`config.mk`:
```
export PLATFORM = sky130hd
export DESIGN_NAME = pe_pass_elem
export DESIGN_NICKNAME = d
export VERILOG_FILES = /design/src/rtl/pe_pass_pkg.sv /design/src/rtl/pe_alu.sv /design/src/rtl/pe_operand_sel.sv /design/src/rtl/pe_pass_file.sv /design/src/rtl/pe_pass_elem.sv
export SDC_FILE = /design/constraint.sdc
export NUM_CORES = 1
export LEC_CHECK = 0
export ABC_AREA = 1
export CAP_MARGIN = 20
export CORE_ASPECT_RATIO = 0.8
export CORE_MARGIN = 2
export CORE_UTILIZATION = 45
export CTS_CLUSTER_DIAMETER = 150
export DETAILED_ROUTE_END_ITERATION = 12
export GPL_ROUTABILITY_DRIVEN = 0
export PLACE_DENSITY_LB_ADDON = 0.15
export REMOVE_ABC_BUFFERS = 1
export SLEW_MARGIN = 30
export SYNTH_ARGS = -nofsm -noshare
export SYNTH_HDL_FRONTEND = slang
export SYNTH_SLANG_ARGS = --single-unit
```
`constraint.sdc`:
```
create_clock -name clk_i -period 6.7 [get_ports clk_i]
set_input_delay 2.01 -clock clk_i [delete_from_list [all_inputs] [get_ports clk_i]]
set_output_delay 2.01 -clock clk_i [all_outputs]
set_load 0.02 [all_outputs]
```
`src/rtl/pe_pass_pkg.sv`:
```
package pe_pass_pkg;
  typedef enum logic [2:0] {
    OP_ADD    = 3'd0,
    OP_SUB    = 3'd1,
    OP_AND    = 3'd2,
    OP_OR     = 3'd3,
    OP_XOR    = 3'd4,
    OP_PASS_A = 3'd5,
    OP_PASS_B = 3'd6,
    OP_CLEAR  = 3'd7
  } alu_op_e;
endpackage

```
`src/rtl/pe_alu.sv`:
```
module pe_alu
  import pe_pass_pkg::*;
#(
  parameter int DATA_W = 8
) (
  input  alu_op_e           op_i,
  input  logic [DATA_W-1:0] a_i,
  input  logic [DATA_W-1:0] b_i,
  input  logic              carry_i,
  output logic [DATA_W-1:0] res_o,
  output logic              carry_o,
  output logic              zero_o
);
  logic [DATA_W:0] sum;
  logic [DATA_W:0] cin_ext;

  assign cin_ext = {{DATA_W{1'b0}}, carry_i};

  always_comb begin
    sum     = '0;
    res_o   = '0;
    carry_o = 1'b0;
    unique case (op_i)
      OP_ADD: begin
        sum     = {1'b0, a_i} + {1'b0, b_i} + cin_ext;
        res_o   = sum[DATA_W-1:0];
        carry_o = sum[DATA_W];
      end
      OP_SUB: begin
        sum     = {1'b0, a_i} + {1'b0, ~b_i} + cin_ext;
        res_o   = sum[DATA_W-1:0];
        carry_o = sum[DATA_W];
      end
      OP_AND:    res_o = a_i & b_i;
      OP_OR:     res_o = a_i | b_i;
      OP_XOR:    res_o = a_i ^ b_i;
      OP_PASS_A: res_o = a_i;
      OP_PASS_B: res_o = b_i;
      default:   res_o = '0;
    endcase
  end

  assign zero_o = ~|res_o;
endmodule

```
`src/rtl/pe_operand_sel.sv`:
```
module pe_operand_sel #(
  parameter int DATA_W   = 8,
  parameter int NUM_REGS = 8,
  localparam int IdxW    = $clog2(NUM_REGS),
  localparam int FwdW    = (NUM_REGS - 1) * DATA_W
) (
  input  logic [FwdW-1:0]   prev_i,
  input  logic [DATA_W-1:0] fb_i,
  input  logic [IdxW-1:0]   sel_i,
  output logic [DATA_W-1:0] opnd_o
);
  logic [DATA_W-1:0] src [NUM_REGS];

  for (genvar g = 0; g < NUM_REGS - 1; g++) begin : g_src
    assign src[g] = prev_i[g*DATA_W +: DATA_W];
  end
  // top slot is the own feedback register, not upstream
  assign src[NUM_REGS-1] = fb_i;

  assign opnd_o = src[sel_i];
endmodule

```
`src/rtl/pe_pass_file.sv`:
```
module pe_pass_file #(
  parameter int DATA_W   = 8,
  parameter int NUM_REGS = 8,
  localparam int IdxW    = $clog2(NUM_REGS),
  localparam int FwdN    = NUM_REGS - 1,
  localparam int FwdW    = FwdN * DATA_W
) (
  input  logic              clk_i,
  input  logic              rst_ni,
  input  logic [IdxW-1:0]   wsel_i,
  input  logic [DATA_W-1:0] wdata_i,
  input  logic [FwdW-1:0]   prev_i,
  input  logic              restore_en_i,
  input  logic [DATA_W-1:0] restore_data_i,
  input  logic              save_en_i,
  output logic [FwdW-1:0]   fwd_o,
  output logic [DATA_W-1:0] fb_o,
  output logic [DATA_W-1:0] save_data_o
);
  logic [DATA_W-1:0] fb_q;
  logic [DATA_W-1:0] save_q;

  for (genvar g = 0; g < FwdN; g++) begin : g_fwd
    logic [DATA_W-1:0] q;
    always_ff @(posedge clk_i or negedge rst_ni) begin
      if (!rst_ni)                     q <= '0;
      else if (wsel_i == IdxW'(g))     q <= wdata_i;
      else                             q <= prev_i[g*DATA_W +: DATA_W];
    end
    assign fwd_o[g*DATA_W +: DATA_W] = q;
  end

  // restore wins over ALU write
  always_ff @(posedge clk_i or negedge rst_ni) begin
    if (!rst_ni)                          fb_q <= '0;
    else if (restore_en_i)                fb_q <= restore_data_i;
    else if (wsel_i == IdxW'(NUM_REGS-1)) fb_q <= wdata_i;
  end

  always_ff @(posedge clk_i or negedge rst_ni) begin
    if (!rst_ni)        save_q <= '0;
    else if (save_en_i) save_q <= fb_q;
  end

  assign fb_o        = fb_q;
  assign save_data_o = save_q;
endmodule

```
`src/rtl/pe_pass_elem.sv`:
```
module pe_pass_elem
  import pe_pass_pkg::*;
#(
  parameter int DATA_W   = 8,
  parameter int NUM_REGS = 8,
  localparam int IdxW    = $clog2(NUM_REGS),
  localparam int FwdW    = (NUM_REGS - 1) * DATA_W
) (
  input  logic              clk_i,
  input  logic              rst_ni,
  input  logic [2:0]        cfg_op_i,
  input  logic [IdxW-1:0]   cfg_wsel_i,
  input  logic [IdxW-1:0]   cfg_rsel_a_i,
  input  logic [IdxW-1:0]   cfg_rsel_b_i,
  input  logic              carry_i,
  input  logic [FwdW-1:0]   prev_regs_i,
  input  logic              restore_en_i,
  input  logic [DATA_W-1:0] restore_data_i,
  input  logic              save_en_i,
  output logic [FwdW-1:0]   fwd_regs_o,
  output logic [DATA_W-1:0] fb_reg_o,
  output logic [DATA_W-1:0] alu_o,
  output logic              carry_o,
  output logic              zero_o,
  output logic [DATA_W-1:0] save_data_o
);
  logic [DATA_W-1:0] opnd_a, opnd_b, fb_val;

  pe_operand_sel #(.DATA_W(DATA_W), .NUM_REGS(NUM_REGS)) u_sel_a (
    .prev_i(prev_regs_i), .fb_i(fb_val), .sel_i(cfg_rsel_a_i), .opnd_o(opnd_a)
  );

  pe_operand_sel #(.DATA_W(DATA_W), .NUM_REGS(NUM_REGS)) u_sel_b (
    .prev_i(prev_regs_i), .fb_i(fb_val), .sel_i(cfg_rsel_b_i), .opnd_o(opnd_b)
  );

  pe_alu #(.DATA_W(DATA_W)) u_alu (
    .op_i(alu_op_e'(cfg_op_i)), .a_i(opnd_a), .b_i(opnd_b), .carry_i(carry_i),
    .res_o(alu_o), .carry_o(carry_o), .zero_o(zero_o)
  );

  pe_pass_file #(.DATA_W(DATA_W), .NUM_REGS(NUM_REGS)) u_file (
    .clk_i(clk_i), .rst_ni(rst_ni), .wsel_i(cfg_wsel_i), .wdata_i(alu_o),
    .prev_i(prev_regs_i), .restore_en_i(restore_en_i),
    .restore_data_i(restore_data_i), .save_en_i(save_en_i),
    .fwd_o(fwd_regs_o), .fb_o(fb_val), .save_data_o(save_data_o)
  );

  assign fb_reg_o = fb_val;
endmodule

```
==> results of run 1 <==
state kept, by name, summed over array words and instances, names as in the netlist:
register / count
u_file.fb_o: 8
u_file.g_fwd.q: 56
u_file.save_data_o: 8
cell families after synthesis:
kind of cell / count (synthesis)
compound gates: 149
xor+xnor: 2
simple gates: 396
flops: 72
fa+ha+maj: 27
buf+inv: 151
power breakdown:
part           switching, uW  leakage, uW  internal (uW)  total (uW)
Sequential              19.7     0.000851            475         494
Combinational            418      0.00299            330         748
Clock                    191     0.000161            372         563
Total                    628      0.00400           1180        1800
cell usage in the layout (no fill, tap or decap), types with 2 or more instances in the layout:
| cell type | instances |
|---|---|
| and2_1 | 2 |
| o22ai_1 | 4 |
| ha_4 | 6 |
| o221ai_1 | 2 |
| nor3_2 | 3 |
| buf_6 | 6 |
| clkinvlp_4 | 2 |
| a21oi_2 | 6 |
| clkbuf_16 | 9 |
| inv_2 | 18 |
| nand2_2 | 11 |
| nor2_1 | 43 |
| dfrtp_1 | 72 |
| buf_4 | 85 |
| bufinv_16 | 3 |
| nand3b_1 | 2 |
| xor2_1 | 2 |
| nand3_2 | 5 |
| nor2_2 | 4 |
| ha_2 | 2 |
| dlygate4sd2_1 | 7 |
| ha_1 | 15 |
| nand2_1 | 214 |
| clkinv_1 | 2 |
| nand4_1 | 5 |
| fa_2 | 4 |
| nor3_1 | 8 |
| clkbuf_2 | 4 |
| clkdlybuf4s50_1 | 137 |
| nand3_1 | 91 |
| o21ai_0 | 64 |
| buf_2 | 6 |
| nor2_4 | 5 |
| a21oi_1 | 31 |
| o21ai_1 | 20 |
| clkdlybuf4s15_1 | 4 |
| o211ai_1 | 21 |
| inv_1 | 100 |
critical path: stages:
cell,delay [ps]
dlygate4sd2_1,240
inv_2,90
a21oi_1,60
o21ai_1,90
nand3_1,100
nand2_2,100
inv_2,50
fa_2,390
fa_2,410
nor2_2,120
nor2_1,60
nand2_1,50
nand3_1,70
nor2_1,90
nand2_1,90
nor2_4,130
nand2_1,50
nor2_1,80
nand3_1,70
nor2_1,130
buf_4,160
final timing paths:
kind | startpoint | endpoint | slack (ps) | depth (start not counted)
min reg2reg | u_file.save_data_o[1]$_DFFE_PN0P_ | u_file.save_data_o[1]$_DFFE_PN0P_ | 540 | 2
min | u_file.save_data_o[1]$_DFFE_PN0P_ | u_file.save_data_o[1]$_DFFE_PN0P_ | 540 | 2
min in group asynchronous | rst_ni | u_file.g_fwd[1].q[3]$_DFF_PN0_ | 1780 | 2
max | prev_regs_i[40] | zero_o | 40 | 21
max in group asynchronous | rst_ni | u_file.save_data_o[1]$_DFFE_PN0P_ | 4470 | 2
max reg2reg | u_file.fb_o[0]$_DFFE_PN0P_ | u_file.g_fwd[1].q[6]$_DFF_PN0_ | 3630 | 18
cell type report:
class                      count  area share [%]
clock buffer                  10            2.93
clock inverter                 5            1.29
inverter                     121            5.60
multi-input combinational    574            38.1
sequential                    72            22.1
tap                          148            2.27
timing repair buffer         251            27.7
routing by layer:
layer	track usage (%)	up-vias
met3	7.18	47
li1	-	3041
met2	49.1	394
met4	7.95	0
met5	0	-
met1	44.6	2951
what timing repair did:
item                                    CTS  global route
endpoints found under the hold margin     0             0
buffers inserted                          3             4
endpoints found under the setup margin   10             9
gates resized for setup                  69            51
pin swaps                                12            20
stage by stage:
stage	cell area (um^2)	power [uW]
after CTS	8040	1770
after global routing	8150	1890
final	8150	1800
after detailed placement	7610	1200
after floorplan	5190	832
after global placement	7610	1190
==> flow_metrics.tcl, run 1 <==
set metrics [dict create \
    finalCritPeriodShare_pct 99.5 \
    clk_pin_slew_ps 60 \
    cp-start-kind "input port" \
    first_iter_violations 589 \
    die-area_mm2 0.0128 \
    met2_length_um 8970 \
    max_cap_violations 0 \
    start_util_pct 46.4 \
    wl_met3_um 2210 \
    synth-edff-count 0 \
    synthDominantCellAreaShare_pct 33.6 \
    whs_ps 541 \
    yosysTopAreaCell "dfrtp_1" \
    min_period_ps 6660 \
    ys_ff_latch 72 \
    yosysSeqAreaShare_pct 33.6 \
    yosys-top-cells-area "dfrtp_1, nand2_1, nand3_1, inv_1, o21ai_0" \
    maxSlewHeadroom_pct 47.0 \
    clock_skew_ps 4.49 \
    synthAdderAreaFrac_pct 6.86 \
    peakVddDrop_v 0.000132 \
    die_x_um 126 \
    drt-total-wl_um 20200 \
    final_util_pct 70.5 \
    async_flop_share_pct 100 \
    rows 35 \
    synth-simple-area-share_pct 32.4 \
    cts_root_buffer "clkbuf_16" \
    rsz0062_at_grt "yes" \
    final_cell_count_no_fill 1181 \
    ys_warn_count 0 \
    tns_ps 0 \
    ys.flop_type "dfrtp_1" \
    clkLatencyLatePin_ps 340 \
    syn_inst 797 \
    grt_use_total_pct 31.4 \
    ioPinCount 163 \
    ys_types 34 \
    max_freq_mhz 150 \
    finalHoldViolCount 0 \
    critical_path_arrival_ps 4650 \
    tightest_slew_ps 788 \
    drc_errors 0 \
    fin_ws_ps 35.9 \
    clock-sinks 72 \
    crit_fanout 3 \
    ctsHoldBuffers 0 \
    detail_route.first_pass.iterations 6 \
    nets 1137 \
    maxSlewViolCount 0 \
    power_leakage_uw 0.00400 \
    multiInputGateArea_mm2 0.00311 \
    cp.required_ps 4690 \
    vias 6433 \
    clockBufferDepth 2 \
    routed.top_layer "met4" \
    synth_top_family_by_area "simple AND/OR/NAND/NOR gates" \
    portBuffers 162 \
    cts_tree "done" \
    hold_path_class "flop to flop" \
    powerDensity_mw_per_mm2 221 \
    place_inst 1159 \
    synth_most_common_cell "nand2_1" \
    pre_cts_ws_ps -889 \
    critical_path_class "input port to output port" \
    ys_top_cells_by_count "nand2_1, inv_1, nand3_1" \
    synth_compound_area_share_pct 15.2 \
    setup_violations 0 \
    synth-xor-area-share_pct 0.327 \
    seq_area_mm2 0.00180 \
    antenna_left 0 \
    drive_gt1_share_pct 17.8 \
    antenna-diode-count 0 \
    wl_per_cell_um 17.1 \
    antenna_found_initial 0 \
    syn_to_final_growth_pct 52.0 \
    wl_met1_um 8650 \
    syn_avg_cell_area_um2 6.73 \
    status "complete, no violations" \
    synth_mux_area_share_pct 0 \
    endpoint_kind "output port" \
    hpwl_um 15200 \
    via_per_inst 5.45 \
    grt_pass1_vias 5895 \
    cts_max_level 3 \
    fillers 923 \
    grt_max_degree 73 \
    cts_made_buffers 9 \
    core_area_mm2 0.0116 \
    syn_area_mm2 0.00536 \
    gr-total-overflow 0 \
    grt_pass1_wl_um 31100 \
    die_y_um 102 \
]
(Power assumes the default switching activity.)
==> inputs of run 2 (changes only) <==
- CORE_ASPECT_RATIO: 0.8 -> 1.2
==> flow_metrics.tcl, run 2 (synthesis gave the netlist of run 1 again) <==
set metrics [dict create \
    status "complete, no violations" \
    critical_path_arrival_ps 4660 \
    crit_fanout 5 \
    core_area_mm2 0.0116 \
    cts_max_level 3 \
    min_period_ps 6670 \
    dpl_cell_area_mm2 0.00766 \
    maxSlewHeadroom_pct 50.4 \
    gr-total-overflow 0 \
    ioPinCount 163 \
    crit_chain "dlygate4sd2_1 > inv_1 > buf_4 > buf_4 > nand3_1 > nand2_2 > buf_4 > ha_1 > a21oi_1 > nand2_1 > nand2_2 > nand3_1 > nand3_1 > nand3_1 > nor2_2 > buf_4 > nand2_1 > nor2_2 > buf_6" \
    die_y_um 124 \
    r2r_cells 20 \
    die-area_mm2 0.0128 \
    syn_to_final_growth_pct 54.5 \
    clkLatencyLatePin_ps 340 \
    grt_pass1_vias 5804 \
    rows 43 \
    powerDensity_mw_per_mm2 214 \
    cp-start-kind "input port" \
    tightest_slew_ps 738 \
    clock-sinks 72 \
    cp-startpoint "cfg_rsel_b_i[2]" \
    rsz0062_at_grt "yes" \
    cts_tree "done" \
    critical_path_class "input port to output port" \
    fin_ws_ps 27.9 \
    grt_use_total_pct 29.9 \
    max_stage_delay_ps 340 \
    ctsHoldBuffers 0 \
    power_uw 1780 \
    first_iter_violations 575 \
    final_util_pct 71.6 \
    fin_area_mm2 0.00829 \
    cp.required_ps 4690 \
    maxSlewViolCount 0 \
    power_leakage_uw 0.00403 \
    whs_ps 523 \
    regMostFlops "u_file.g_fwd.q" \
    endpoint_kind "output port" \
    clock_skew_ps 6.88 \
    peakVddDrop_v 0.000137 \
    finalHoldViolCount 0 \
    antenna_left 0 \
    setup_violations 0 \
    antenna-diode-count 0 \
    crit_path_end "zero_o" \
    grt_pass1_wl_um 29900 \
    cp_slowest_cell "dlygate4sd2_1" \
    layout_commonest_cell "nand2_1" \
    die_x_um 104 \
    worst-path-stages 19 \
    clockBufferDepth 2 \
    max_cap_violations 0 \
    start_util_pct 46.4 \
    vias 6260 \
    via_per_inst 5.22 \
    max_freq_mhz 150 \
    cp.buffers_inverters 7 \
    drt-total-wl_um 19400 \
    critPathTopFamily "buffers and inverters" \
    pre_cts_ws_ps -934 \
    largest_register_ffs 56 \
    clk_pin_slew_ps 60 \
    final_cell_mix "nand2_1, clkdlybuf4s50_1, inv_1" \
    cts_made_buffers 9 \
    grt_max_degree 73 \
    hpwl_um 14800 \
    nets 1145 \
    hold_path_class "flop to flop" \
    wl_per_cell_um 16.2 \
    drive_gt1_share_pct 20.7 \
    portBuffers 162 \
    detail_route.first_pass.iterations 5 \
    finalCritPeriodShare_pct 99.6 \
    cts_root_buffer "clkbuf_16" \
    drc_errors 0 \
    worstReg2RegEnd "u_file.fb_o[6]$_DFFE_PN0P_" \
    worstReg2RegStart "u_file.fb_o[0]$_DFFE_PN0P_" \
    antenna_found_initial 0 \
    ff2ff_setup_slack_ps 3610 \
]
[run 2: changes by cell type in the layout (fill, tap and decap cells not counted), moves of 3 or more]
cell             previous run  this run
a21oi_1                    31        28
a21oi_2                     6         9
buf_2                       6         2
buf_6                       6        16
clkbuf_2                    4        10
clkdlybuf4s15_1             4         1
dlygate4sd2_1               7         4
inv_1                     100        96
inv_2                      18        22
nand2_1                   214       208
nand2_2                    11        17
[run 2: worst min-delay path, stage by stage, from the launching register on]
cell and delay [ps]:
dfrtp_1 340, nor2_1 40, a21oi_1 100
[run 2: worst min path at each step]
stage | startpoint | end | slack, ps | cells after the start
finish | u_file.save_data_o[2]$_DFFE_PN0P_ | u_file.save_data_o[2]$_DFFE_PN0P_ | 520 | 2
global route | u_file.save_data_o[4]$_DFFE_PN0P_ | u_file.save_data_o[4]$_DFFE_PN0P_ | 550 | 2
CTS | u_file.save_data_o[2]$_DFFE_PN0P_ | u_file.save_data_o[2]$_DFFE_PN0P_ | 530 | 2
detailed placement | u_file.save_data_o[2]$_DFFE_PN0P_ | u_file.save_data_o[2]$_DFFE_PN0P_ | 520 | 2
global placement | u_file.save_data_o[2]$_DFFE_PN0P_ | u_file.save_data_o[2]$_DFFE_PN0P_ | 510 | 2
floorplan | u_file.save_data_o[7]$_DFFE_PN0P_ | u_file.save_data_o[7]$_DFFE_PN0P_ | 620 | 2
[run 2: final cells by class]
class                   instances  area (um^2)
clock buffers                  12          246
clock inverters                 4         76.3
fillers                       935         3280
inverters                     121          458
multi-input cells             574         3150
flip-flops and latches         72         1800
well taps                     157          196
repair buffers                259         2360
[run 2: what timing repair did]
item                                   in CTS  in global routing
setup endpoints to repair                  10                 10
endpoints found under the hold margin       0                  0
gates resized for setup                    90                 71
pin swaps                                  31                 34
gates cloned                                1                  0
setup buffers                               6                  5
[run 2: power breakdown]
group	internal, uW	leakage (uW)	total [uW]	switching, uW
clock network	338	0.000153	523	185
logic	340	0.00303	763	422
registers	475	0.000851	490	15.2
[run 2: layer usage]
metal,global-route usage (%),routed length (um)
met5,0,0
met2,53.0,9570
met1,36.4,7750
met3,4.60,1370
met4,13.8,740
[run 2: per-stage QoR]
step | setup TNS, ps | cells
2_1_floorplan | 0 | 767
3_3_place_gp | -6230 | 1171
3_5_place_dp | -6730 | 1171
4_1_cts | 0 | 1194
5_1_grt | -560 | 1199
6_report | 0 | 1199
==> inputs of run 3 (changes only) <==
- CORE_UTILIZATION: 45 -> 43
- clock period: 6.7 -> 6.1 ns (I/O delays scaled with it)
==> flow_metrics.tcl, run 3 (synthesis gave the netlist of run 1 again) <==
set metrics [dict create \
    drive_gt1_share_pct 24.6 \
    antenna_left 0 \
    peakVddDrop_v 0.000128 \
    r2r_cells 20 \
    maxSlewViolCount 0 \
    clkLatencyLatePin_ps 340 \
    cts_root_buffer "clkbuf_16" \
    nets 1160 \
    die-area_mm2 0.0134 \
    fin_ws_ps -137 \
    cp-start-kind "input port" \
    gr-total-overflow 0 \
    largest_register_ffs 56 \
    clock_skew_ps 8.07 \
    tightest_slew_ps 774 \
    hold_path_class "flop to flop" \
    wl_per_cell_um 15.8 \
    finalHoldViolCount 0 \
    detail_route.first_pass.iterations 5 \
    grt_pass1_wl_um 29900 \
    max_freq_mhz 160 \
    setup_violations 5 \
    drc_errors 0 \
    core_area_mm2 0.0121 \
    violations "setup timing" \
    finalCritPeriodShare_pct 102 \
    fin_area_mm2 0.00855 \
    layout_commonest_cell "nand2_1" \
    cts_made_buffers 9 \
    crit_chain "buf_2 > inv_2 > a21oi_1 > o21ai_0 > nand3_1 > nand2_2 > buf_6 > fa_2 > fa_2 > nor2_2 > nor2_1 > nand2_1 > nand3_2 > nor2_1 > nand2_1 > nor2_4 > nand2_2 > nor2_2 > nand3_1 > nor2_2 > buf_6" \
    hpwl_um 14900 \
    min-delay-start "u_file.save_data_o[5]$_DFFE_PN0P_" \
    syn_to_final_growth_pct 59.4 \
    critical_path_arrival_ps 4410 \
    first_iter_violations 436 \
    dpl_cell_area_mm2 0.00774 \
    maxSlewHeadroom_pct 48.0 \
    regMostFlops "u_file.g_fwd.q" \
    vias 6259 \
    pre_cts_ws_ps -1160 \
    fillers 1030 \
    final_cell_mix "nand2_1, clkdlybuf4s50_1, buf_4" \
    cp.buffers_inverters 4 \
    worstReg2RegStart "u_file.fb_o[0]$_DFFE_PN0P_" \
    ioPinCount 163 \
    worst-path-stages 21 \
    grt_use_total_pct 28.4 \
    cts_tree "done" \
    grt_max_degree 57 \
    rsz0062_at_grt "yes" \
    powerDensity_mw_per_mm2 232 \
    cp_common_cell "nor2_2" \
    clockBufferDepth 2 \
    portBuffers 162 \
    rows 44 \
    endpoint_kind "output port" \
    worstHoldEndpoint "u_file.save_data_o[5]$_DFFE_PN0P_" \
    clk_pin_slew_ps 60 \
    cp_slowest_cell "fa_2" \
    cp.required_ps 4270 \
    max_stage_delay_ps 400 \
    min_period_ps 6240 \
    power_leakage_uw 0.00419 \
    start_util_pct 44.3 \
    max_cap_violations 0 \
    via_per_inst 5.14 \
    die_y_um 126 \
    crit_fanout 5 \
    cp-startpoint "cfg_rsel_a_i[1]" \
    ctsHoldBuffers 0 \
    cts_max_level 3 \
    antenna-diode-count 0 \
    die_x_um 106 \
    ff2ff_setup_slack_ps 3050 \
    critical_path_class "input port to output port" \
    hold_depth 2 \
    drt-total-wl_um 19300 \
    clock-sinks 72 \
    status "finished with violations" \
    critPathTopFamily "simple AND/OR/NAND/NOR gates" \
    grt_pass1_vias 5891 \
    worstReg2RegEnd "u_file.fb_o[6]$_DFFE_PN0P_" \
    antenna_found_initial 0 \
]
-- run 3: routing by layer --
| metal | part of all wire [%] | vias up | global-route usage (%) |
|---|---|---|---|
| met1 | 41 | 2857 | 36.0 |
| met2 | 49 | 261 | 48.0 |
| li1 | - | 3085 | - |
| met5 | 0 | - | 0 |
| met4 | 4.4 | 0 | 12.9 |
| met3 | 6.1 | 56 | 3.96 |
-- run 3: stage by stage --
| stage | util (%) | TNS (ps) | total power, uW | std cells | hold WS (ps) |
|---|---|---|---|---|---|
| floorplan | - | -6.31 | 914 | 767 | 617 |
| global placement | 63.9 | -8630 | 1300 | 1185 | 515 |
| detailed placement | 63.9 | -9000 | 1310 | 1185 | 517 |
| CTS | 68.4 | -120 | 1930 | 1210 | 532 |
| global route | 70.6 | -1250 | 2090 | 1218 | 556 |
| finish | 70.6 | -326 | 1980 | 1218 | 526 |
-- run 3: cell type report --
cell class / count / area [um^2] / area share (%)
Multi-Input combinational cell: 574 / 3270 / 38.3
Timing Repair Buffer: 274 / 2490 / 29.1
Sequential cell: 72 / 1800 / 21.1
Inverter: 121 / 457 / 5.34
Clock buffer: 10 / 239 / 2.79
Tap cell: 161 / 201 / 2.36
Clock inverter: 6 / 90.1 / 1.05
-- run 3: worst max-delay path by stage --
stage	endpoint	slack, ps
2_1_floorplan	zero_o	-6
3_3_place_gp	alu_o[6]	-1090
3_5_place_dp	zero_o	-1160
4_1_cts	zero_o	-120
5_1_grt	zero_o	-300
6_report	zero_o	-140
-- run 3: power breakdown --
part	internal (uW)	switching [uW]
Combinational	391	472
Sequential	521	16.3
Clock	370	214
Total	1280	702
-- run 3: tightest hold or removal path, cell delays in order, from the launching register on --
cell and delay [ps]:
dfrtp_1 340, nor2_1 40, a21oi_1 100
-- run 3: timing repair --
item	4_1_cts	5_1_grt
pin swaps	39	41
setup buffers	9	8
resized for setup	140	74
setup endpoints to repair	10	10
gates cloned	0	0
hold endpoints to repair	0	0
